## src/rtl/iovw_pkg.sv

```systemverilog
package iovw_pkg;
   localparam int VA_W  = 32;
   localparam int PA_W  = 40;
   localparam int OFF_W = 12;
   localparam int IDX_W = 10;
   localparam int VPN_W = VA_W - OFF_W;
   localparam int PPN_W = PA_W - OFF_W;
   localparam int ST_W  = 3;
   localparam int RA_W  = 3;

   localparam logic [RA_W-1:0] RA_CTRL  = 3'd0;
   localparam logic [RA_W-1:0] RA_BASE  = 3'd1;
   localparam logic [RA_W-1:0] RA_FLUSH = 3'd2;
   localparam logic [RA_W-1:0] RA_STAT  = 3'd3;
   localparam logic [RA_W-1:0] RA_FADDR = 3'd4;

   localparam int FLUSH_BIT = 4;
   localparam int ST_DIR = 0;
   localparam int ST_PTE = 1;
   localparam int ST_RO  = 2;

   typedef enum logic [2:0] {
      W_IDLE, W_DIR_REQ, W_DIR_WAIT, W_PTE_REQ, W_PTE_WAIT
   } walk_st_t;

   // page word: bits 31:12 -> pa 31:12, bits 11:4 -> pa 39:32
   function automatic logic [PPN_W-1:0] pte_ppn(input logic [31:0] e);
      return {e[11:4], e[31:12]};
   endfunction
endpackage

```

## src/rtl/iovw_csr.sv

```systemverilog
module iovw_csr
   import iovw_pkg::*;
(
   input  logic             clk,
   input  logic             rst_n,
   input  logic             reg_we,
   input  logic [RA_W-1:0]  reg_addr,
   input  logic [31:0]      reg_wdata,
   output logic [31:0]      reg_rdata,
   input  logic             fault_set,
   input  logic [ST_W-1:0]  fault_code,
   input  logic [VA_W-1:0]  fault_va,
   output logic             enable,
   output logic [31:0]      tbase,
   output logic             flush_pulse,
   output logic             irq
);
   logic            en_q;
   logic [31:12]    base_q;
   logic            flush_q;
   logic [ST_W-1:0] stat_q;
   logic [VA_W-1:0] faddr_q;
   logic [ST_W-1:0] stat_kept;

   wire wr_ctrl  = reg_we && (reg_addr == RA_CTRL);
   wire wr_base  = reg_we && (reg_addr == RA_BASE);
   wire wr_flush = reg_we && (reg_addr == RA_FLUSH);
   wire wr_stat  = reg_we && (reg_addr == RA_STAT);

   assign stat_kept = wr_stat ? (stat_q & reg_wdata[ST_W-1:0]) : stat_q;

   always_ff @(posedge clk or negedge rst_n) begin
      if (!rst_n) begin
         en_q    <= 1'b0;
         base_q  <= '0;
         flush_q <= 1'b0;
         stat_q  <= '0;
         faddr_q <= '0;
      end else begin
         if (wr_ctrl)  en_q    <= reg_wdata[0];
         if (wr_base)  base_q  <= reg_wdata[31:12];
         if (wr_flush) flush_q <= reg_wdata[FLUSH_BIT];
         stat_q <= stat_kept | (fault_set ? fault_code : '0);
         if (fault_set) faddr_q <= fault_va;
      end
   end

   assign enable      = en_q;
   assign tbase       = {base_q, 12'h000};
   assign flush_pulse = wr_flush && reg_wdata[FLUSH_BIT];
   assign irq         = |stat_q;

   always_comb begin
      case (reg_addr)
         RA_CTRL:  reg_rdata = {31'b0, en_q};
         RA_BASE:  reg_rdata = {base_q, 12'h000};
         RA_FLUSH: reg_rdata = 32'(flush_q) << FLUSH_BIT;
         RA_STAT:  reg_rdata = {{(32-ST_W){1'b0}}, stat_q};
         RA_FADDR: reg_rdata = faddr_q;
         default:  reg_rdata = '0;
      endcase
   end

   p_irq_after_fault_r8: assert property (@(posedge clk) disable iff (!rst_n)
      fault_set |=> irq);
   p_faddr_latch_r8: assert property (@(posedge clk) disable iff (!rst_n)
      fault_set |=> (reg_addr != RA_FADDR) || (reg_rdata == $past(fault_va)));
   p_clear_drops_irq_r9: assert property (@(posedge clk) disable iff (!rst_n)
      (wr_stat && reg_wdata[ST_W-1:0] == '0 && !fault_set) |=> !irq);
endmodule

```

## src/rtl/iovw_tlb.sv

```systemverilog
module iovw_tlb
   import iovw_pkg::*;
#(
   parameter int ENTRIES = 4
) (
   input  logic             clk,
   input  logic             rst_n,
   input  logic             flush,
   input  logic [VPN_W-1:0] look_vpn,
   output logic             hit,
   output logic [PPN_W-1:0] hit_ppn,
   output logic             hit_wr,
   input  logic             fill_en,
   input  logic [VPN_W-1:0] fill_vpn,
   input  logic [PPN_W-1:0] fill_ppn,
   input  logic             fill_wr
);
   localparam int PTR_W = (ENTRIES > 1) ? $clog2(ENTRIES) : 1;
   localparam logic [PTR_W-1:0] LAST = PTR_W'(ENTRIES - 1);

   logic [ENTRIES-1:0] vld;
   logic [ENTRIES-1:0] match;
   logic [ENTRIES-1:0] wrb;
   logic [PPN_W-1:0]   ppn_a [ENTRIES];
   logic [PTR_W-1:0]   ptr_q;

   generate
      for (genvar g = 0; g < ENTRIES; g++) begin : g_ent
         logic             v_q;
         logic             w_q;
         logic [VPN_W-1:0] t_q;
         logic [PPN_W-1:0] p_q;
         wire take = fill_en && (ptr_q == PTR_W'(g));

         always_ff @(posedge clk or negedge rst_n) begin
            if (!rst_n) begin
               v_q <= 1'b0;
               w_q <= 1'b0;
               t_q <= '0;
               p_q <= '0;
            end else if (flush) begin
               v_q <= 1'b0;
            end else if (take) begin
               v_q <= 1'b1;
               w_q <= fill_wr;
               t_q <= fill_vpn;
               p_q <= fill_ppn;
            end
         end

         assign vld[g]   = v_q;
         assign wrb[g]   = w_q;
         assign match[g] = v_q && (t_q == look_vpn);
         assign ppn_a[g] = p_q;
      end
   endgenerate

   always_ff @(posedge clk or negedge rst_n) begin
      if (!rst_n)       ptr_q <= '0;
      else if (flush)   ptr_q <= '0;
      else if (fill_en) ptr_q <= (ptr_q == LAST) ? '0 : ptr_q + 1'b1;
   end

   always_comb begin
      hit_ppn = '0;
      for (int i = 0; i < ENTRIES; i++)
         if (match[i]) hit_ppn = hit_ppn | ppn_a[i];
   end

   assign hit    = |match;
   assign hit_wr = |(match & wrb);

   p_single_hit_r6: assert property (@(posedge clk) disable iff (!rst_n)
      $onehot0(match));
   p_flush_empties_r7: assert property (@(posedge clk) disable iff (!rst_n)
      flush |=> (vld == '0));
endmodule

```

## src/rtl/iovw_walk.sv

```systemverilog
module iovw_walk
   import iovw_pkg::*;
(
   input  logic             clk,
   input  logic             rst_n,
   input  logic             enable,
   input  logic [31:0]      tbase,
   input  logic             flush_pulse,
   input  logic             req_valid,
   output logic             req_ready,
   input  logic [VA_W-1:0]  req_vaddr,
   input  logic             req_write,
   output logic             rsp_valid,
   output logic [PA_W-1:0]  rsp_paddr,
   output logic             rsp_fault,
   output logic             mem_req_valid,
   input  logic             mem_req_ready,
   output logic [31:0]      mem_req_addr,
   input  logic             mem_rsp_valid,
   input  logic [31:0]      mem_rsp_data,
   input  logic             hit,
   input  logic [PPN_W-1:0] hit_ppn,
   input  logic             hit_wr,
   output logic             fill_en,
   output logic [VPN_W-1:0] fill_vpn,
   output logic [PPN_W-1:0] fill_ppn,
   output logic             fill_wr,
   output logic             fault_set,
   output logic [ST_W-1:0]  fault_code,
   output logic [VA_W-1:0]  fault_va
);
   walk_st_t        st_q, st_d;
   logic [VA_W-1:0] va_q;
   logic            wr_q;
   logic            drop_q;
   logic [31:0]     pt_addr_q;
   logic            rsp_set, rsp_flt_d, fill_ok;
   logic [PA_W-1:0] rsp_pa_d;
   logic            rsp_valid_q, rsp_fault_q;
   logic [PA_W-1:0] rsp_paddr_q;

   wire unused_bits = ^{tbase[11:0], mem_rsp_data[5:1]};

   always_comb begin
      st_d       = st_q;
      fault_set  = 1'b0;
      fault_code = '0;
      rsp_set    = 1'b0;
      rsp_flt_d  = 1'b0;
      rsp_pa_d   = '0;
      fill_ok    = 1'b0;
      case (st_q)
         W_IDLE: if (req_valid) begin
            if (!enable) begin
               rsp_set  = 1'b1;
               rsp_pa_d = {{(PA_W-VA_W){1'b0}}, req_vaddr};
            end else if (hit) begin
               rsp_set = 1'b1;
               if (req_write && !hit_wr) begin
                  rsp_flt_d         = 1'b1;
                  fault_set         = 1'b1;
                  fault_code[ST_RO] = 1'b1;
               end else begin
                  rsp_pa_d = {hit_ppn, req_vaddr[OFF_W-1:0]};
               end
            end else begin
               st_d = W_DIR_REQ;
            end
         end
         W_DIR_REQ: if (mem_req_ready) st_d = W_DIR_WAIT;
         W_DIR_WAIT: if (mem_rsp_valid) begin
            if (!mem_rsp_data[0]) begin
               st_d               = W_IDLE;
               rsp_set            = 1'b1;
               rsp_flt_d          = 1'b1;
               fault_set          = 1'b1;
               fault_code[ST_DIR] = 1'b1;
            end else begin
               st_d = W_PTE_REQ;
            end
         end
         W_PTE_REQ: if (mem_req_ready) st_d = W_PTE_WAIT;
         W_PTE_WAIT: if (mem_rsp_valid) begin
            st_d    = W_IDLE;
            rsp_set = 1'b1;
            if (!mem_rsp_data[0]) begin
               rsp_flt_d          = 1'b1;
               fault_set          = 1'b1;
               fault_code[ST_PTE] = 1'b1;
            end else if (wr_q && !mem_rsp_data[2]) begin
               rsp_flt_d         = 1'b1;
               fault_set         = 1'b1;
               fault_code[ST_RO] = 1'b1;
            end else begin
               rsp_pa_d = {pte_ppn(mem_rsp_data), va_q[OFF_W-1:0]};
               fill_ok  = 1'b1;
            end
         end
         default: st_d = W_IDLE;
      endcase
   end

   always_ff @(posedge clk or negedge rst_n) begin
      if (!rst_n) begin
         st_q        <= W_IDLE;
         va_q        <= '0;
         wr_q        <= 1'b0;
         drop_q      <= 1'b0;
         pt_addr_q   <= '0;
         rsp_valid_q <= 1'b0;
         rsp_fault_q <= 1'b0;
         rsp_paddr_q <= '0;
      end else begin
         st_q        <= st_d;
         rsp_valid_q <= rsp_set;
         if (rsp_set) begin
            rsp_fault_q <= rsp_flt_d;
            rsp_paddr_q <= rsp_pa_d;
         end
         if (st_q == W_IDLE) begin
            if (req_valid) begin
               va_q   <= req_vaddr;
               wr_q   <= req_write;
               drop_q <= 1'b0;
            end
         end else if (flush_pulse) begin
            drop_q <= 1'b1;
         end
         if (st_q == W_DIR_WAIT && mem_rsp_valid)
            pt_addr_q <= {mem_rsp_data[31:6], 6'b0}
                       + {{(32-IDX_W-2){1'b0}}, va_q[21:12], 2'b00};
      end
   end

   assign req_ready     = (st_q == W_IDLE);
   assign mem_req_valid = (st_q == W_DIR_REQ) || (st_q == W_PTE_REQ);
   assign mem_req_addr  = (st_q == W_DIR_REQ) ? {tbase[31:12], va_q[31:22], 2'b00}
                                              : pt_addr_q;
   assign rsp_valid     = rsp_valid_q;
   assign rsp_fault     = rsp_fault_q;
   assign rsp_paddr     = rsp_paddr_q;
   assign fill_en       = fill_ok && !drop_q && !flush_pulse;
   assign fill_vpn      = va_q[VA_W-1:OFF_W];
   assign fill_ppn      = pte_ppn(mem_rsp_data);
   assign fill_wr       = mem_rsp_data[2];
   assign fault_va      = (st_q == W_IDLE) ? req_vaddr : va_q;

   p_read_held_r4: assert property (@(posedge clk) disable iff (!rst_n)
      (mem_req_valid && !mem_req_ready) |=> (mem_req_valid && $stable(mem_req_addr)));
   p_hit_next_cycle_r6: assert property (@(posedge clk) disable iff (!rst_n)
      (req_valid && req_ready && enable && hit) |=> rsp_valid);
   p_bypass_r2: assert property (@(posedge clk) disable iff (!rst_n)
      (req_valid && req_ready && !enable) |=>
      (rsp_valid && !rsp_fault && rsp_paddr == {8'h00, $past(req_vaddr)}));
   p_fault_zero_pa_r8: assert property (@(posedge clk) disable iff (!rst_n)
      (rsp_valid && rsp_fault) |-> (rsp_paddr == '0));
   p_no_read_idle_r6: assert property (@(posedge clk) disable iff (!rst_n)
      req_ready |-> !mem_req_valid);
endmodule

```

## src/rtl/iova_walker.sv

```systemverilog
module iova_walker
   import iovw_pkg::*;
#(
   parameter int CACHE_ENTRIES = 4
) (
   input  logic        clk,
   input  logic        rst_n,
   input  logic        reg_we,
   input  logic [2:0]  reg_addr,
   input  logic [31:0] reg_wdata,
   output logic [31:0] reg_rdata,
   output logic        irq,
   input  logic        req_valid,
   output logic        req_ready,
   input  logic [31:0] req_vaddr,
   input  logic        req_write,
   output logic        rsp_valid,
   output logic [39:0] rsp_paddr,
   output logic        rsp_fault,
   output logic        mem_req_valid,
   input  logic        mem_req_ready,
   output logic [31:0] mem_req_addr,
   input  logic        mem_rsp_valid,
   input  logic [31:0] mem_rsp_data
);
   generate
      if (CACHE_ENTRIES < 1 || CACHE_ENTRIES > 16) begin : g_bad_entries
         $error("iova_walker: CACHE_ENTRIES must be 1..16");
      end
   endgenerate

   logic             enable, flush_pulse;
   logic [31:0]      tbase;
   logic             hit, hit_wr, fill_en, fill_wr;
   logic [PPN_W-1:0] hit_ppn, fill_ppn;
   logic [VPN_W-1:0] fill_vpn;
   logic             fault_set;
   logic [ST_W-1:0]  fault_code;
   logic [VA_W-1:0]  fault_va;

   iovw_csr u_csr (
      .clk, .rst_n, .reg_we, .reg_addr, .reg_wdata, .reg_rdata,
      .fault_set, .fault_code, .fault_va,
      .enable, .tbase, .flush_pulse, .irq
   );

   iovw_tlb #(.ENTRIES(CACHE_ENTRIES)) u_tlb (
      .clk, .rst_n, .flush(flush_pulse),
      .look_vpn(req_vaddr[VA_W-1:OFF_W]),
      .hit, .hit_ppn, .hit_wr,
      .fill_en, .fill_vpn, .fill_ppn, .fill_wr
   );

   iovw_walk u_walk (
      .clk, .rst_n, .enable, .tbase, .flush_pulse,
      .req_valid, .req_ready, .req_vaddr, .req_write,
      .rsp_valid, .rsp_paddr, .rsp_fault,
      .mem_req_valid, .mem_req_ready, .mem_req_addr,
      .mem_rsp_valid, .mem_rsp_data,
      .hit, .hit_ppn, .hit_wr,
      .fill_en, .fill_vpn, .fill_ppn, .fill_wr,
      .fault_set, .fault_code, .fault_va
   );
endmodule

```

## config.mk

```make
export PLATFORM = sky130hd
export DESIGN_NAME = iova_walker
export DESIGN_NICKNAME = d
export VERILOG_FILES = /design/src/rtl/iovw_pkg.sv /design/src/rtl/iovw_csr.sv /design/src/rtl/iovw_tlb.sv /design/src/rtl/iovw_walk.sv /design/src/rtl/iova_walker.sv
export SDC_FILE = /design/constraint.sdc
export NUM_CORES = 1
export LEC_CHECK = 0
export CORE_ASPECT_RATIO = 1.5
export CORE_MARGIN = 5
export CORE_UTILIZATION = 37
export CTS_BUF_LIST = sky130_fd_sc_hd__clkbuf_8 sky130_fd_sc_hd__clkbuf_16
export CTS_CLUSTER_DIAMETER = 30
export DETAILED_ROUTE_END_ITERATION = 7
export GPL_TIMING_DRIVEN = 1
export PLACE_DENSITY = 0.63
export SKIP_LAST_GASP = 1
export SLEW_MARGIN = 20
export SYNTH_ARGS = -nofsm -noshare
export SYNTH_HDL_FRONTEND = slang
export SYNTH_SLANG_ARGS = --single-unit
```

## constraint.sdc

```tcl
create_clock -name clk -period 4.7 [get_ports clk]
set_input_delay 0.94 -clock clk [delete_from_list [all_inputs] [get_ports clk]]
set_output_delay 0.94 -clock clk [all_outputs]
set_load 0.005 [all_outputs]
```

; Word level (Yosys, flattened, before mapping)
; Cells that the tools add are included.
; W data, S select, Z words.
[op_classes]
order_cmp = 0
mux = 64
n_reduce_logical = 42
n_eq_ne = 22
add_sub_neg = 2
bitwise_logic = 7
n_shift = 0
n_div = 0
n_mul = 0
[ops]
columns = cell, n
row1 = $mux W40, 7
row2 = $pmux W32 S5, 1
row3 = $mux W28, 4
row4 = $or A28 B28 Y28, 3
row5 = $eq A20 B20 Y1, 4
row6 = $pmux W40 S2, 1
row7 = $mux W32, 2
row8 = $add A32 B12 Y32, 1
row9 = $mux W1, 31
row10 = $mux W3, 9
row11 = $logic_and A1 B1 Y1, 18
row12 = $pmux W3 S5, 1
row13 = $eq A3 B2 Y1 const B, 4
row14 = $ne A2 B2 Y1 const B, 6
row15 = $reduce_and A2 Y1, 6
row16 = $reduce_bool A2 Y1, 6
row17 = $mux W2, 5
row18 = $reduce_or A4 Y1, 2
row19 = $reduce_and A7 Y1, 1
row20 = $eq A3 B1 Y1 const B, 2
row21 = $eq A3 B3 Y1 const B, 2
row22 = $logic_not A3 Y1, 2
row23 = $pmux W1 S3, 2
row24 = $and A4 B4 Y4, 1
row25 = other kinds (12), 16
[totals]
mem_bits_rw = 0
wordCells = 167
input_bits = 106
memories = 0
latchBits = 0
mem_bits_ro = 0
regBits = 370
output_inout_bits = 109

; Longest topological paths before layout
; Gate-level depths: netlist of the first run.
[depth]
depth_word = 14
depth_mapped = 10

; Modules after synthesis
; A second synthesis of the first run with hierarchy kept.
[hier_totals]
hier_cells = 1633
hier_area_um2 = 18890.6
[modules_own_cells]
columns = module, cells_each, n_inst, seq_area_each_um2, area_each_um2
row1 = iovw_tlb, 805, 1, 5054.8, 9751.9
row2 = iovw_walk, 591, 1, 2727.6, 6272.3
row3 = iovw_csr, 237, 1, 1426.4, 2866.5

; Worst setup path before layout of the first run
; No wires, ideal clock.
[synth_timing]
kind = in2reg
from = input port req_vaddr[16]
to = register u_csr.faddr_q[10]
t_required_ns = 4.575
slack_ns = 1.313
arrival_ns = 3.262
n_path_buf = 3
cell_stages = 10
path_cell_list = buf_4 > xor2_1 > or4_1 > nor4_1 > a32oi_1 > and2_4 > o41a_1 > buf_6 > buf_12 > mux2_4
[synth_via]
elab_chain_cells = 11
[synth_rtl]
columns = item, line
row1 = "start, declared", iova_walker.sv:15  ; input logic [31:0] req_vaddr,
row2 = $eq A20 B20 Y1, iovw_tlb.sv:53  ; assign match[g] = v_q && (t_q == look_vpn);
row3 = $logic_and A1 B1 Y1, iovw_tlb.sv:53
row4 = $and A4 B4 Y4, iovw_tlb.sv:71  ; assign hit_wr = |(match & wrb);
row5 = $reduce_or A4 Y1, iovw_tlb.sv:71
row6 = $logic_not A1 Y1, iovw_walk.sv:59  ; if (req_write && !hit_wr) begin
row7 = $logic_and A1 B1 Y1, iovw_walk.sv:59
row8 = $mux W1, iovw_walk.sv:59
row9 = $mux W1 (*), iovw_walk.sv:57  ; end else if (hit) begin
row10 = $mux W1 (*), iovw_walk.sv:54  ; if (!enable) begin
row11 = $mux W1 (*), iovw_walk.sv:53  ; W_IDLE: if (req_valid) begin
row12 = $pmux W1 S3 (*), iovw_walk.sv:52  ; case (st_q)
row13 = "end signal, assigned", iovw_csr.sv:44  ; if (fault_set) faddr_q <= fault_va;
row14 = "end, declared", iovw_csr.sv:22  ; logic [VA_W-1:0] faddr_q;
; Every way passes the cells marked *; elsewhere a longest branch is shown, timed or not.
; A chain may end at the register's enable or synchronous reset.

; Worst setup path after layout of the first run
[layout_timing]
from = input port reg_addr[1]
to = output port reg_rdata[30]
[layout_via]
elab_chain_cells = 2
[layout_rtl]
columns = item, line
row1 = "start, declared", iova_walker.sv:9  ; input logic [2:0] reg_addr,
row2 = "$eq A3 B3 Y1, or another cell as far along", iovw_csr.sv:54  ; case (reg_addr)
row3 = $pmux W32 S5 (*), iovw_csr.sv:54
row4 = "end, declared", iova_walker.sv:11  ; output logic [31:0] reg_rdata,
; Marks and branches as above.

==> flow_summary.ini, run 1 <==
[die]
coreArea_sq_mm = 0.0477
fp-row-count = 98
die_h_um = 279
die_area_sq_mm = 0.0529
die_w_um = 189
num_io_pins = 215
start_util_pct = 37.5

[placed_design]
finalWeightedCongestion = 0.849
placement.io_buffers = 202
dp_hpwl_mm = 39.8

[power_and_ir_drop]
vdd_drop_max_v = 0.000294
cellLeakagePower_nw = 10.8
power_mw = 13.5
power_density_mw_per_mm2 = 585

[yosys]
yosysTopAreaCell = dfrtp_1
syn_area_sq_mm = 0.0179
synth_area_leaders = dfrtp_1 52%, mux2_2 17%, nand2_1 4.0%, xnor2_1 3.0%, mux2_4 2.4%
async_flop_share_pct = 100
synth_top_area_share_pct = 51.5
ys.warnings.count = 0
synth-main-ff-cell = dfrtp_1
synth_cells = 1508
ys_seq_area_share_pct = 51.5
synth_edf_count = 0
ys_seq_elements = 368
synth_cell_types = 66
synth.avg_cell_area_sq_um = 11.8

[sta]
finalSetupViolCount = 0
finClkSkew_ns = 0.0251
slew_viol_final = 0
fin_setup_tns_ns = 0
rsz0062_at_grt = false
finalCriticalPeriod_ns = 3.88
fmax_ghz = 0.257
worst_pin_slew_ns = 1.00
slew_headroom_pct = 33.1
fin_crit_sh_pct = 82.6
finalHoldViolCount = 0

[run_status]
outcome = finished, final reports clean

[clock_network]
insertion_delay_ns = 0.58
cts_tree = yes
clkSinkCount = 368
clock-root-buffer = clkbuf_16
path_clk_slew_ns = 0.05
cts_resized = 0
htreeDepth = 3
post_cts_buffers = 0
cts_hold_buf = 0
cts_inserted_buffers = 74
clockBufferDepth = 3

[setup_path]
crit_family = buffers and inverters
setup.worst_path.start = reg_addr[1]
worstSetupPathDepth = 5
critPathSlowestCell = clkdlybuf4s50_1
cp_data_arrival_time_ns = 2.94
timing.critical_path.mode_cell = clkdlybuf4s50_1
endpoint_kind = output port
path_class = in2out
rr_endpoint = u_walk.pt_addr_q[28]
reg2reg_from = u_walk.va_q[16]
cp_cell_sequence = clkdlybuf4s50_1 > nor3b_2 > buf_4 > a22o_1 > clkdlybuf4s50_1
required_ns = 3.76
r2r_cells = 10
cp_max_fo = 31
rrSetupSlack_ns = 1.54
slowest_delay_ns = 0.57
crit_end = reg_rdata[30]
crit_buf_inv = 3
start_kind = input port

[final_layout]
nNetsFinal = 1845
final_common_cell = dfrtp_1
fillCellCount = 4225
layout_common_cells = 368 x dfrtp_1, 269 x mux2_2, 201 x clkdlybuf4s50_1
area_growth_pct = 29.5
drive_above_1_share_pct = 27.9
post-route-util_pct = 48.5

[global_route]
grt_max_degree = 132
grt_pass1_vias = 13800
grtUsageTotal_pct = 21.6
antenna_found_initial = 1
grt_pass1_wl_mm = 87.2
overflow = 0

[drt]
drt_iter0_markers = 900
num_vias = 13100
wl_per_cell_um = 24.3
routed.top_layer = met4
route.met3.wl_mm = 3.10
ant_nets = 0
wl_mm = 58.1
drcViolationCount = 0
viasPerCell = 5.48
wirelength_met1_mm = 23.5
dr.pass1.iters = 5
met2_length_mm = 28.9

[min_path]
hold_path.class = in2async

[run]
maxCapViolCount = 0
==> per-layer routing <==
metal  global-route usage (%)  up-vias
li1                         -     5865
met1                     26.7     6667
met2                     36.8      430
met3                     3.64      119
met4                     10.2        0
met5                        0        -
==> synth_stat cells, types with 3 or more instances <==
cell       number
clkbuf_1       86
nor4_1         13
mux2_4         29
xnor2_1        61
nor2_1         39
mux2_2        269
a22oi_1        41
buf_6           4
a2111oi_0       6
nor4b_1         3
a21oi_1         7
nand2_1       189
o21ai_0        51
nand4_1        21
nor3b_1         3
clkbuf_8        3
and2_1         46
buf_12          3
dfrtp_1       368
a22o_1         38
xor2_1         42
nand3_1        16
buf_2          12
a221o_1        40
o211a_1         8
nor3_1          3
a31oi_1        24
and3_1          8
inv_1          13
ha_1           10
buf_4           4
or4_1           4
==> registers in the layout, indices dropped and copies added, names as in the netlist <==
signal / flops
u_walk.wr_q: 1
u_walk.rsp_paddr: 40
u_tlb.ptr_q: 2
u_walk.rsp_fault: 1
u_csr.flush_q: 1
u_csr.stat_q: 3
u_csr.faddr_q: 32
u_csr.enable: 1
u_tlb.g_ent.p_q: 112
u_walk.drop_q: 1
u_walk.va_q: 32
u_walk.st_q: 3
u_tlb.g_ent.v_q: 4
u_tlb.g_ent.t_q: 80
u_csr.base_q: 20
u_tlb.g_ent.w_q: 4
u_walk.pt_addr_q: 30
u_walk.rsp_valid: 1
==> through the flow <==
step / hold WS [ns] / area, sq um / worst slack, ns / cells
after floorplan: 0.442 / 17900 / 1.31 / 1509
after global placement: 0.457 / 20600 / 0.437 / 2251
after detailed placement: 0.460 / 20600 / 0.428 / 2251
after CTS: 0.471 / 23100 / 0.802 / 2385
after global routing: 0.369 / 23100 / 0.673 / 2386
final: 0.330 / 23100 / 0.816 / 2387
==> cell type report <==
| cell class | count | area [sq um] | area share, % |
|---|---|---|---|
| flip-flops and latches | 368 | 9210 | 39.8 |
| multi-input cells | 1013 | 8080 | 34.9 |
| repair buffers | 257 | 2510 | 10.8 |
| clock buffers | 88 | 2070 | 8.93 |
| well taps | 600 | 751 | 3.24 |
| clock inverters | 46 | 467 | 2.02 |
| inverters | 14 | 52.6 | 0.227 |
| diodes | 1 | 2.50 | 0.0108 |
==> logic make-up (layout without fill, tap and decap cells) <==
kind of cell	after synthesis	in the layout	synth area share (%)
buf+inv	128	405	3.47
compound gates	230	230	9.72
mux	299	299	19.4
simple gates	368	368	9.94
flops	368	368	51.5
other cells	1	3	0.0210
fa+ha+maj	11	11	0.812
xor+xnor	103	103	5.05
==> where the power goes <==
part	total [mW]	internal, mW	switching (mW)	leakage, nW
Sequential	4.77	4.00	0.778	4.89
Combinational	3.48	1.89	1.59	4.66
Clock	5.27	3.48	1.79	1.27
Total	13.5	9.37	4.16	10.8
==> worst min path at each step <==
stage               slack (ns)                     end                 start  cells after the start
floorplan                 0.44     u_walk.pt_addr_q[6]   u_walk.pt_addr_q[6]                      2
global placement          0.46    u_walk.pt_addr_q[31]  u_walk.pt_addr_q[31]                      2
detailed placement        0.46     u_walk.pt_addr_q[2]   u_walk.pt_addr_q[2]                      2
CTS                       0.47     u_walk.pt_addr_q[2]   u_walk.pt_addr_q[2]                      2
global route              0.37  u_tlb.g_ent[3].p_q[21]                 rst_n                      1
finish                    0.33  u_tlb.g_ent[3].p_q[21]                 rst_n                      1
(Power assumes the default switching activity.)
==> run 2, diff against run 1 <==
==> constraint.sdc (replaced) <==
create_clock -name clk -period 3.9 [get_ports clk]
set_input_delay 0.78 -clock clk [delete_from_list [all_inputs] [get_ports clk]]
set_output_delay 0.78 -clock clk [all_outputs]
set_load 0.005 [all_outputs]
==> run 2 against run 1 <==
  * Worst hold slack got worse by 0.11 ns
  * Sequential share of layout area decreased by 0.95 points
  * Count of clock-buffer cells in the layout decreased by 3
  * Cell area increased by 2.4%
  * Via count increased by 0.80%
  * Sequential power increased by 21%
  * First-iteration DRC count decreased by 3.9%
  * Worst setup slack got worse by 0.56 ns
  * Critical path type is now reg2out
==> flow_summary.ini, run 2 (synthesis gave the netlist of run 1 again) <==
[run_status]
outcome = finished, final reports clean

[clock_network]
post_cts_buffers = 0
cts_resized = 0
cts_inserted_buffers = 73
clock-root-buffer = clkbuf_16
clkSinkCount = 368
path_clk_slew_ns = 0.05
cts_tree = yes
clockBufferDepth = 3
htreeDepth = 3
insertion_delay_ns = 0.60
cts_hold_buf = 0

[final_layout]
largest_reg_flops = 112
final_common_cell = dfrtp_1
fillCellCount = 4148
drive_above_1_share_pct = 29.5
top_register = u_tlb.g_ent.p_q
area_growth_pct = 32.7
nNetsFinal = 1887
layout_common_cells = 368 x dfrtp_1, 269 x mux2_2, 201 x clkdlybuf4s50_1

[die]
fp-row-count = 98
die_h_um = 279
num_io_pins = 215
die_w_um = 189
die_area_sq_mm = 0.0529
start_util_pct = 37.5
coreArea_sq_mm = 0.0477

[drt]
dr.pass1.iters = 6
drt_iter0_markers = 865
wl_mm = 58.5
wirelength_met1_mm = 23.9
viasPerCell = 5.43
wl_per_cell_um = 24.1
met2_length_mm = 30.0
drcViolationCount = 0
num_vias = 13200
routed.top_layer = met4
ant_nets = 0
route.met3.wl_mm = 2.82

[setup_path]
cp_cell_sequence = nor2b_1 > and2_1 > buf_4 > mux2_2 > clkdlybuf4s50_1
cp_data_arrival_time_ns = 2.86
reg2reg_from = u_tlb.g_ent[2].t_q[0]
crit_buf_inv = 2
slowest_delay_ns = 0.53
cp_max_fo = 30
start_kind = flop
setup.worst_path.start = u_walk.st_q[0]
path_class = reg2out
required_ns = 3.12
crit_family = buffers and inverters
endpoint_kind = output port
critPathSlowestCell = clkdlybuf4s50_1

[sta]
fin_crit_sh_pct = 93.4
fmax_ghz = 0.274
finalSetupViolCount = 0
finClkSkew_ns = 0.0314
finalHoldViolCount = 0
fin_setup_tns_ns = 0
slew_viol_final = 0
rsz0062_at_grt = false
hold_ws_ns = 0.217
worst_pin_slew_ns = 0.875
finalCriticalPeriod_ns = 3.64
slew_headroom_pct = 41.7

[run]
maxCapViolCount = 0

[global_route]
grt_pass1_vias = 13900
antenna_found_initial = 1
grtUsageTotal_pct = 21.9
grt_pass1_wl_mm = 88.2
grt_max_degree = 108
overflow = 0

[power_and_ir_drop]
power_mw = 16.7
cellLeakagePower_nw = 11.1
vdd_drop_max_v = 0.000480
power_density_mw_per_mm2 = 703

[min_path]
hold_path.class = in2async

[placed_design]
finalWeightedCongestion = 0.890
dp_hpwl_mm = 41.0
placement.io_buffers = 202
run 2: cell count changes in the layout (fill, tap and decap cells not counted), moves of 2 or more:
cell / previous run / this run
inv_16: 0 / 2
buf_12: 4 / 19
bufinv_16: 6 / 10
buf_4: 50 / 79
clkbuf_8: 12 / 9
clkinvlp_4: 6 / 4
inv_6: 10 / 6
clkinv_4: 7 / 9
run 2: final timing paths:
kind	endpoint	slack, ns	depth (start not counted)
min in group clk	u_walk.pt_addr_q[3]	0.47	2
hold reg to reg	u_walk.pt_addr_q[3]	0.47	2
max in group asynchronous	u_csr.base_q[17]	2.71	2
setup reg to reg	u_csr.faddr_q[6]	0.82	9
setup / recovery	mem_req_addr[31]	0.26	5
hold / removal	u_tlb.g_ent[1].p_q[21]	0.22	1
run 2: stage by stage:
step,utilization [%],setup slack [ns],cell area (sq um),std cells
6_report,49.7,0.256,23700,2428
3_5_place_dp,44.2,-0.254,21100,2295
4_1_cts,49.7,0.216,23700,2427
5_1_grt,49.7,0.0908,23700,2427
3_3_place_gp,44.2,-0.251,21100,2295
2_1_floorplan,-,0.673,17900,1509
run 2: worst reg2reg max path: cells and delay by family, from the launching register on:
| family | cells | cell delay (ns) |
|---|---|---|
| flip-flops | 1 | 0.38 |
| AO/OA/AOI/OAI | 2 | 0.61 |
| multiplexers | 1 | 0.32 |
| AND/OR/NAND/NOR | 3 | 1.02 |
| buffers and inverters | 2 | 0.43 |
| XOR/XNOR | 1 | 0.20 |
run 2: layer usage:
layer,vias to the layer above,track usage [%]
li1,5947,-
met1,6746,27.3
met2,411,38.3
met3,81,3.30
met4,0,8.26
met5,-,0
run 2: power breakdown:
group          leakage [nW]  switching, mW  internal [mW]  total (mW)
Clock                  1.30           2.16           4.40        6.56
Combinational          4.93           1.98           2.38        4.36
Sequential             4.89          0.932           4.82        5.75
run 2: final cells by class:
type,count,area [sq um],share of cell area [%]
Antenna cell,1,2.50,0.0106
Sequential cell,368,9210,38.9
Clock inverter,47,584,2.47
Timing Repair Buffer,300,3000,12.7
Clock buffer,85,2030,8.55
Inverter,14,52.6,0.222
Tap cell,600,751,3.17
Multi-Input combinational cell,1013,8080,34.1
